===== src/rtl/lbs_pkg.sv =====
package lbs_pkg;
    localparam int WAYS   = 4;
    localparam int WAY_W  = $clog2(WAYS);
    localparam int RANK_W = $clog2(WAYS);
    localparam int HALF   = WAYS / 2;

    typedef logic [WAY_W-1:0]  way_t;
    typedef logic [RANK_W-1:0] rank_t;

    localparam logic [1:0] CFG_POOL  = 2'b00;
    localparam logic [1:0] CFG_SPLIT = 2'b10;
endpackage


===== src/rtl/lbs_tag_match.sv =====
module lbs_tag_match
    import lbs_pkg::*;
#(
    parameter int TAG_W = 16
) (
    input  logic [WAYS-1:0]            valid,
    input  logic [WAYS-1:0][TAG_W-1:0] tags,
    input  logic [TAG_W-1:0]           look_tag,
    output logic                       any_hit,
    output way_t                       match_way
);
    logic [WAYS-1:0] eq;

    for (genvar g = 0; g < WAYS; g++) begin : g_cmp
        assign eq[g] = valid[g] && (tags[g] == look_tag);
    end

    always_comb begin
        match_way = '0;
        for (int i = 0; i < WAYS; i++) begin
            if (eq[i]) match_way = way_t'(i);
        end
    end

    assign any_hit = |eq;
endmodule


===== src/rtl/lbs_victim_sel.sv =====
module lbs_victim_sel
    import lbs_pkg::*;
(
    input  logic [WAYS-1:0]             elig,
    input  logic [WAYS-1:0][RANK_W-1:0] rank,
    output way_t                        victim
);
    always_comb begin
        rank_t best_rank;
        logic  found;
        victim    = '0;
        best_rank = '1;
        found     = 1'b0;
        for (int i = 0; i < WAYS; i++) begin
            if (elig[i] && (!found || rank[i] < best_rank)) begin
                victim    = way_t'(i);
                best_rank = rank[i];
                found     = 1'b1;
            end
        end
    end
endmodule


===== src/rtl/lbs_rank_update.sv =====
module lbs_rank_update
    import lbs_pkg::*;
(
    input  logic                        promote_en,
    input  way_t                        promote_way,
    input  logic [WAYS-1:0][RANK_W-1:0] rank_in,
    output logic [WAYS-1:0][RANK_W-1:0] rank_out
);
    rank_t sel_rank;
    assign sel_rank = rank_in[promote_way];

    for (genvar g = 0; g < WAYS; g++) begin : g_rank
        always_comb begin
            rank_out[g] = rank_in[g];
            if (promote_en) begin
                if (way_t'(g) == promote_way)
                    rank_out[g] = rank_t'(WAYS - 1);
                else if (rank_in[g] > sel_rank)
                    rank_out[g] = rank_in[g] - rank_t'(1);
            end
        end
    end
endmodule


===== src/rtl/lbs_set.sv =====
module lbs_set
    import lbs_pkg::*;
#(
    parameter int TAG_W = 16
) (
    input  logic             clk,
    input  logic             rst_n,
    input  logic             cfg_we,
    input  logic [1:0]       cfg_wdata,
    input  logic             req_valid,
    input  logic [TAG_W-1:0] req_tag,
    input  logic             req_is_insn,
    input  logic             req_prefetch,
    output logic             hit,
    output logic             miss,
    output logic [1:0]       hit_way,
    output logic [1:0]       alloc_way
);
    localparam logic [WAYS-1:0] LOW_MASK  = {{(WAYS-HALF){1'b0}}, {HALF{1'b1}}};
    localparam logic [WAYS-1:0] HIGH_MASK = ~LOW_MASK;

    typedef struct packed {
        logic [WAYS-1:0]             valid;
        logic [WAYS-1:0][TAG_W-1:0]  tag;
        logic [WAYS-1:0][RANK_W-1:0] rank;
        logic [1:0]                  cfg;
    } state_t;

    state_t s_d, s_q;

    logic                        raw_hit;
    way_t                        raw_way;
    logic [WAYS-1:0]             elig;
    way_t                        victim;
    way_t                        touch_way;
    logic                        promote;
    logic [WAYS-1:0][RANK_W-1:0] rank_nx;

    lbs_tag_match #(.TAG_W(TAG_W)) u_match (
        .valid     (s_q.valid),
        .tags      (s_q.tag),
        .look_tag  (req_tag),
        .any_hit   (raw_hit),
        .match_way (raw_way)
    );

    always_comb begin
        if (s_q.cfg == CFG_SPLIT)
            elig = req_is_insn ? LOW_MASK : HIGH_MASK;
        else
            elig = '1;
    end

    lbs_victim_sel u_victim (
        .elig   (elig),
        .rank   (s_q.rank),
        .victim (victim)
    );

    assign touch_way = raw_hit ? raw_way : victim;
    assign promote   = req_valid && !req_prefetch;

    lbs_rank_update u_rank (
        .promote_en  (promote),
        .promote_way (touch_way),
        .rank_in     (s_q.rank),
        .rank_out    (rank_nx)
    );

    assign hit       = req_valid && raw_hit;
    assign miss      = req_valid && !raw_hit;
    assign hit_way   = hit  ? raw_way : '0;
    assign alloc_way = miss ? victim  : '0;

    always_comb begin
        s_d      = s_q;
        s_d.rank = rank_nx;
        if (cfg_we) s_d.cfg = cfg_wdata;
        if (miss) begin
            s_d.valid[victim] = 1'b1;
            s_d.tag[victim]   = req_tag;
        end
    end

    always_ff @(posedge clk) begin
        if (!rst_n) begin
            s_q.valid <= '0;
            s_q.tag   <= '0;
            for (int i = 0; i < WAYS; i++) s_q.rank[i] <= rank_t'(i);
            s_q.cfg   <= CFG_POOL;
        end else begin
            s_q <= s_d;
        end
    end

    // ---------------- assertions ----------------
    logic [WAYS-1:0] rank_seen;
    always_comb begin
        rank_seen = '0;
        for (int i = 0; i < WAYS; i++) rank_seen[s_q.rank[i]] = 1'b1;
    end

    p_hit_miss_excl_r2: assert property (@(posedge clk) disable iff (!rst_n)
        !(hit && miss));

    p_idle_quiet_r11: assert property (@(posedge clk) disable iff (!rst_n)
        !req_valid |-> (!hit && !miss && hit_way == 2'd0 && alloc_way == 2'd0));

    p_idle_hold_r11: assert property (@(posedge clk) disable iff (!rst_n)
        !req_valid |=> ($stable(s_q.valid) && $stable(s_q.tag) && $stable(s_q.rank)));

    p_alloc_zero_r12: assert property (@(posedge clk) disable iff (!rst_n)
        !miss |-> alloc_way == 2'd0);

    p_fill_valid_r3: assert property (@(posedge clk) disable iff (!rst_n)
        miss |=> (s_q.valid[$past(alloc_way)] && s_q.tag[$past(alloc_way)] == $past(req_tag)));

    p_rank_perm_r4: assert property (@(posedge clk) disable iff (!rst_n)
        rank_seen == {WAYS{1'b1}});

    p_demand_mru_r4: assert property (@(posedge clk) disable iff (!rst_n)
        (req_valid && !req_prefetch) |=> s_q.rank[$past(touch_way)] == rank_t'(WAYS - 1));

    p_pf_hold_r5: assert property (@(posedge clk) disable iff (!rst_n)
        (req_valid && req_prefetch) |=> $stable(s_q.rank));

    p_split_insn_r7: assert property (@(posedge clk) disable iff (!rst_n)
        (miss && s_q.cfg == CFG_SPLIT && req_is_insn) |-> !alloc_way[1]);

    p_split_data_r7: assert property (@(posedge clk) disable iff (!rst_n)
        (miss && s_q.cfg == CFG_SPLIT && !req_is_insn) |-> alloc_way[1]);

    p_cfg_load_r10: assert property (@(posedge clk) disable iff (!rst_n)
        cfg_we |=> s_q.cfg == $past(cfg_wdata));
endmodule


===== config.mk =====
export PLATFORM = sky130hd
export DESIGN_NAME = lbs_set
export DESIGN_NICKNAME = d
export VERILOG_FILES = /design/src/rtl/lbs_pkg.sv /design/src/rtl/lbs_tag_match.sv /design/src/rtl/lbs_victim_sel.sv /design/src/rtl/lbs_rank_update.sv /design/src/rtl/lbs_set.sv
export SDC_FILE = /design/constraint.sdc
export NUM_CORES = 1
export LEC_CHECK = 0
export BUFFER_PORTS_ARGS = -buffer_cell sky130_fd_sc_hd__buf_2
export CORE_MARGIN = 2
export CORE_UTILIZATION = 55
export DETAILED_ROUTE_END_ITERATION = 6
export PLACE_DENSITY_LB_ADDON = 0.08
export SLEW_MARGIN = 20
export SYNTH_ARGS = -nofsm -noshare
export SYNTH_HDL_FRONTEND = slang
export SYNTH_SLANG_ARGS = --single-unit

===== constraint.sdc =====
create_clock -name clk -period 6.5 [get_ports clk]
set_clock_uncertainty 0.2 [all_clocks]
set_input_delay 1.3 -clock clk [delete_from_list [all_inputs] [get_ports clk]]
set_output_delay 1.3 -clock clk [all_outputs]
set_load 0.02 [all_outputs]

* Yosys cells after proc, flatten, opt, wreduce, memory -nomap -nowiden
Cells that the tools add are included. W data, S select, Z words.
Word-level totals: flip-flop bits (word level) 78, input bits 24, output and inout bits 6, word-level logic and storage cells 94
Cells by class: $add $sub $neg 4, order comparisons 10, eq/ne operators 8, multiplexer cells 32, bitwise gates (word level) 1, reduce and logical (&&, ||, !) cells 29
Operators by type and width (count):
- $bwmux W64 | 1
- $eq A16 B16 Y1 | 4
- $mux W2 | 19
- $demux W16 S2 | 1
- $mux W16 | 1
- $logic_and A1 B1 Y1 | 11
- $gt A2 B2 Y1 | 4
- $mux W4 | 2
- $reduce_and A2 Y1 | 4
- $reduce_bool A2 Y1 | 4
- $sub A2 B1 Y2 const B | 4
- $lt A2 B2 Y1 | 3
- $lt A2 B3 Y1 const B | 2
- $mux W1 | 6
- $logic_not A1 Y1 | 5
- $bmux W2 S2 | 1
- $eq A2 B2 Y1 const A | 2
- $or A4 B4 Y4 | 1
- $reduce_or A4 Y1 | 1
- $logic_or A1 B1 Y1 | 3
- $demux W1 S2 | 1
- $eq A1 B2 Y1 const A | 1
- $eq A2 B2 Y1 const B | 1
- $ge A2 B1 Y1 const B | 1
- $logic_not A2 Y1 | 1

* Longest topological paths before layout
word-level depth 21, gate-level depth with buffers 22, mapped depth without buffers 21

* Cells and area by module
From an unflattened synthesis, not the netlist that was laid out.
Second synthesis, totals: cells, all modules 463, area total of the unflattened synthesis 4284.1 um^2
Modules (own cells, without submodules):
- lbs_set | instances 1, cells each 275, area each 2856.5 um^2, sequential area each 1561.5 um^2
- lbs_tag_match | instances 1, cells each 104, area each 790.8 um^2, sequential area each 0.0 um^2
- lbs_rank_update | instances 1, cells each 52, area each 422.9 um^2, sequential area each 0.0 um^2
- lbs_victim_sel | instances 1, cells each 32, area each 214.0 um^2, sequential area each 0.0 um^2

* Least setup slack after synthesis
OpenSTA, ideal clock, no wires.
path kind input -> register, from in req_is_insn, to reg s_q[2] (netlist name), setup time 0.112 ns, arrival 5.910 ns, required time 6.188 ns, setup slack 0.278 ns, stages 22, buffers on the path 1, cells stage by stage or3b_4 > a21boi_0 > ha_1 > o31ai_4 > a21oi_1 > nor2_1 > a31oi_1 > ha_1 > a221o_1 > a31oi_4 > o211ai_2 > and2_1 > buf_2 > nor2_1 > a21oi_1 > a21oi_1 > ha_1 > or2_2 > a2111oi_0 > a221oi_1 > nor4bb_1 > a2111oi_1
On the way: word-level cells in the longest chain between the ends 21, elaborated cells between the ends (all ways) 31, those cells by class order compare: 4; mux: 15; reduce/logical: 12
Ends and longest elaborated chain:
- start: declaration | line lbs_set.sv:12 | input logic req_is_insn,
- $mux W4 * | line lbs_set.sv:49 | elig = req_is_insn ? LOW_MASK : HIGH_MASK;
- $mux W4 * | line lbs_set.sv:48 | if (s_q.cfg == CFG_SPLIT)
- $mux W2 or $mux W1 (tied branches) | line lbs_victim_sel.sv:15 | if (elig[i] && (!found || rank[i] < best_rank)) begin
- $lt A2 B2 Y1 or $logic_not A1 Y1 (tied branches) | line lbs_victim_sel.sv:15
- $logic_or A1 B1 Y1 | line lbs_victim_sel.sv:15
- $logic_and A1 B1 Y1 | line lbs_victim_sel.sv:15
- $mux W2 or $mux W1 (tied branches) | line lbs_victim_sel.sv:15
- $lt A2 B2 Y1 or $logic_not A1 Y1 (tied branches) | line lbs_victim_sel.sv:15
- [5 not listed]
- $logic_and A1 B1 Y1 | line lbs_victim_sel.sv:15
- $mux W2 * | line lbs_victim_sel.sv:15
- $mux W2 * | line lbs_set.sv:60 | assign touch_way = raw_hit ? raw_way : victim;
- $bmux W2 S2 | line lbs_rank_update.sv:10 | assign sel_rank = rank_in[promote_way];
- $mux W2 (implied by the code) | line lbs_rank_update.sv:10
- $gt A2 B2 Y1 | line lbs_rank_update.sv:18 | else if (rank_in[g] > sel_rank)
- $reduce_bool A2 Y1 (no source line)
- $reduce_and A2 Y1 (no source line)
- end: declaration | line lbs_set.sv:29 | state_t s_d, s_q;
Mark *: on every way between the ends. The rest lies on a longest branch, timed or not. The select of a mux whose other input is x is not followed. A chain may end at the register's enable or synchronous reset.

* Final worst setup path
Ends and elaborated chain as after synthesis.

==> flow_summary.toml <==
[status]
status = "finished clean"

[layout]
drive_above_1_share = 0.144
largest_register_ffs = 78
largest_registers = "s_q x78"
postLayoutCoreUtil = 0.616
final_nets = 533
largest_register = "s_q"
area_growth_pct = 8.42
antennaDiodeCount = 0

[global_route]
grt_use_met3 = 0.0306
grt_pass1_wl_um = 16300
grt_max_degree = 75
antenna_found_initial = 0
grt_use_met1 = 0.290
grt-busiest-layer = "met2"
grt.total_usage = 0.234
grt_overflow_total = 0
grt_pass1_vias = 3387
met2_usage = 0.416

[worst_setup_path]
crit_path_start_kind = "input pin"
crit_start = "req_is_insn"
cp_cell_sequence = "buf_2 > or3b_4 > a21boi_0 > ha_1 > o31ai_4 > a21oi_1 > nor2_1 > a31oi_1 > ha_1 > a221o_1 > a31oi_4 > o211ai_2 > and2_1 > nor2_1 > a211oi_2 > a21oi_2 > ha_1 > or2_2 > a2111oi_2 > a221oi_1 > nor4bb_1 > a2111oi_1"
critPathBufInv = 1
crit_cells = 22
cpLargestDelayFamily = "compound AO/OA/AOI/OAI gates"
arrival_ns = 6.17
crit_path_end_kind = "flip-flop"
critPathSlowestCell = "or3b_4"
rr_worst_depth = 21
r2r-start = "s_q[1]$_SDFFE_PN0P_"
r2r_slack_ns = 1.05
worst_r2r_endpoint = "s_q[2]$_SDFFE_PN0P_"
cp_common_cell = "ha_1"
critical_path_class = "input pin to flip-flop"
crit_end = "s_q[2]$_SDFFE_PN0P_"
worstPathRequired_ns = 6.53
cp_max_fo = 11
slowest_delay_ns = 0.40

[synthesis]
synth.net_count = 524
synth.top_cell.area_share = 0.354
synth_warnings = 0
synth.area.top_cells = "dfxtp_1, mux2i_1, xnor2_1"
netlist_instances = 494
synthArstFlopShare = 0
synth_edf_count = 0
yosysSeqAreaShare = 0.354
synth-main-ff-cell = "dfxtp_1"
yosysTopAreaCell = "dfxtp_1"
yosysUniqueCellTypes = 61
synth_area_um2 = 4420
ys_ff_latch = 78
syn-mean-instance-area_um2 = 8.94

[power]
ir_worst_vdd_mv = 0.183
leakage_nw = 1.84
combPwrFrac = 0.509
clockPowerShare = 0.187
power.switching_uw = 969
p_sw_frac = 0.415
power_frac_seq = 0.304
power.density_nw_per_um2 = 488
p_int_mw = 1.36

[timing]
finalCriticalPeriod_ns = 6.14
fin_hold_ws_ns = 0.277
fmax_ghz = 0.163
setup_viol = 0
timing.final.max_slew_violations = 0
tightest_slew_ns = 0.798
hold_viol_final = 0
finalCritPeriodShare = 0.944
max-slew-margin-rel = 0.468

[clock_tree]
clk_pin_slew_ns = 0.08
post_cts_buffers = 0
insertion_delay_ns = 0.34
numCtsBuffers = 9
cts.sinks = 78
cts_max_level = 3
clock_path_buffers = 2
hold_buffers = 0
tritoncts = "yes"
root_buffer = "clkbuf_8"

[drt]
antenna_left = 0
drc = 0
vias = 3430
drt-initial-drc-count = 169
firstDrtPassIters = 5
routed_via_density = 5.62
wirelength_um = 9690
wl_per_cell_um = 15.9

[placed_design]
dpl.hpwl_um = 6940
gp_congestion = 0.898
io_buffers = 29

[floorplanning]
core_um2 = 7770
num_rows = 32
dieArea_um2 = 8760
die_w_um = 93.6
die_height_um = 93.6
ios = 30
initial_core_util = 0.568

[job]
maxCapViolCount = 0

[hold_path]
min_path_type = "flip-flop to flip-flop"
[cell usage in the layout, fill, tap and decap left out, types with 9 or more instances in the layout]
cell / n
buf_4: 9
nand4_1: 12
buf_2: 29
a21oi_1: 12
mux2i_1: 66
nand2_1: 13
nor2_1: 92
xnor2_1: 56
nand3_1: 10
dfxtp_1: 78
inv_1: 10
clkbuf_8: 9
[cell usage after synthesis, drive strengths merged, types with 2 or more instances]
| cell type | number |
|---|---|
| a2111oi | 4 |
| a211oi | 3 |
| a21boi | 2 |
| a21o | 4 |
| a21oi | 13 |
| a221o | 2 |
| a31oi | 3 |
| and2 | 3 |
| and3 | 2 |
| buf | 28 |
| clkbuf | 12 |
| dfxtp | 78 |
| ha | 6 |
| inv | 11 |
| mux2i | 66 |
| nand2 | 14 |
| nand3 | 10 |
| nand4 | 12 |
| nor2 | 94 |
| nor2b | 5 |
| nor3 | 9 |
| nor4 | 9 |
| o2111ai | 2 |
| o211ai | 5 |
| o21ai | 5 |
| o22ai | 2 |
| o31ai | 7 |
| o41ai | 3 |
| or2 | 2 |
| or4 | 2 |
| xnor2 | 56 |
| xor2 | 8 |
[layer usage]
layer | share of wire | routed length, µm
met1 | 0.45 | 4340
met3 | 0.035 | 335
met5 | 0 | 0
met2 | 0.50 | 4870
met4 | 0.015 | 146
[power by group through the flow]
stage / sequential [mW] / clock [mW] / combinational (mW)
5_1_grt: 0.726 / 0.466 / 1.33
3_5_place_dp: 0.718 / 0 / 1.16
2_1_floorplan: 0.675 / 0 / 0.974
3_3_place_gp: 0.711 / 0 / 1.13
6_report: 0.709 / 0.437 / 1.19
4_1_cts: 0.707 / 0.447 / 1.16
[stage by stage]
| stage | power [mW] | instances | worst slack, ns | instance area, µm² | TNS (ns) |
|---|---|---|---|---|---|
| after floorplan | 1.65 | 494 | 0.278 | 4420 | 0 |
| after global placement | 1.84 | 594 | 0.0552 | 4530 | 0 |
| after detailed placement | 1.87 | 594 | -0.136 | 4530 | -0.136 |
| after CTS | 2.32 | 610 | 0.201 | 4770 | 0 |
| after global routing | 2.52 | 610 | -0.00344 | 4790 | -0.00344 |
| final | 2.33 | 610 | 0.361 | 4790 | 0 |
[cell families after synthesis]
group / synth area share
and+or+nand+nor: 0.179
xor gates and xnor gates: 0.127
AOI/OAI and AO/OA: 0.111
DFF: 0.354
buffers and inverters: 0.0638
muxes: 0.150
adders and majority gates: 0.0170
[worst reg2reg max path, cell delays in order, from the launching register on]
cell       delay [ns]
dfxtp_1          0.36
or3b_4           0.43
a21boi_0         0.15
ha_1             0.35
o31ai_4          0.26
a21oi_1          0.10
nor2_1           0.10
a31oi_1          0.05
ha_1             0.36
a221o_1          0.40
a31oi_4          0.22
o211ai_2         0.14
and2_1           0.30
nor2_1           0.18
a211oi_2         0.06
a21oi_2          0.23
ha_1             0.29
or2_2            0.29
a2111oi_2        0.30
a221oi_1         0.11
nor4bb_1         0.17
a2111oi_1        0.30
[final cells by class]
| cell class | count | area [µm²] |
|---|---|---|
| multi-input cells | 365 | 2610 |
| fillers | 700 | 2980 |
| clock buffers | 11 | 131 |
| flip-flops and latches | 78 | 1560 |
| clock inverters | 5 | 108 |
| inverters | 11 | 41.3 |
| repair buffers | 38 | 213 |
| well taps | 102 | 128 |
[what timing repair did]
| item | in CTS | in global routing |
|---|---|---|
| setup endpoints to repair | 0 | 1 |
| endpoints found under the hold margin | 0 | 0 |
| gates resized for setup | 0 | 5 |
[how the worst min path moves through the flow]
stage	startpoint	to	depth (start not counted)
CTS	s_q[77]$_SDFFE_PN0P_	s_q[77]$_SDFFE_PN0P_	2
finish	s_q[77]$_SDFFE_PN0P_	s_q[77]$_SDFFE_PN0P_	2
global route	s_q[74]$_SDFFE_PN0P_	s_q[74]$_SDFFE_PN0P_	2
floorplan	s_q[76]$_SDFFE_PN0P_	s_q[76]$_SDFFE_PN0P_	2
detailed placement	s_q[77]$_SDFFE_PN0P_	s_q[77]$_SDFFE_PN0P_	2
global placement	s_q[76]$_SDFFE_PN0P_	s_q[76]$_SDFFE_PN0P_	2
(Power assumes the default switching activity.)
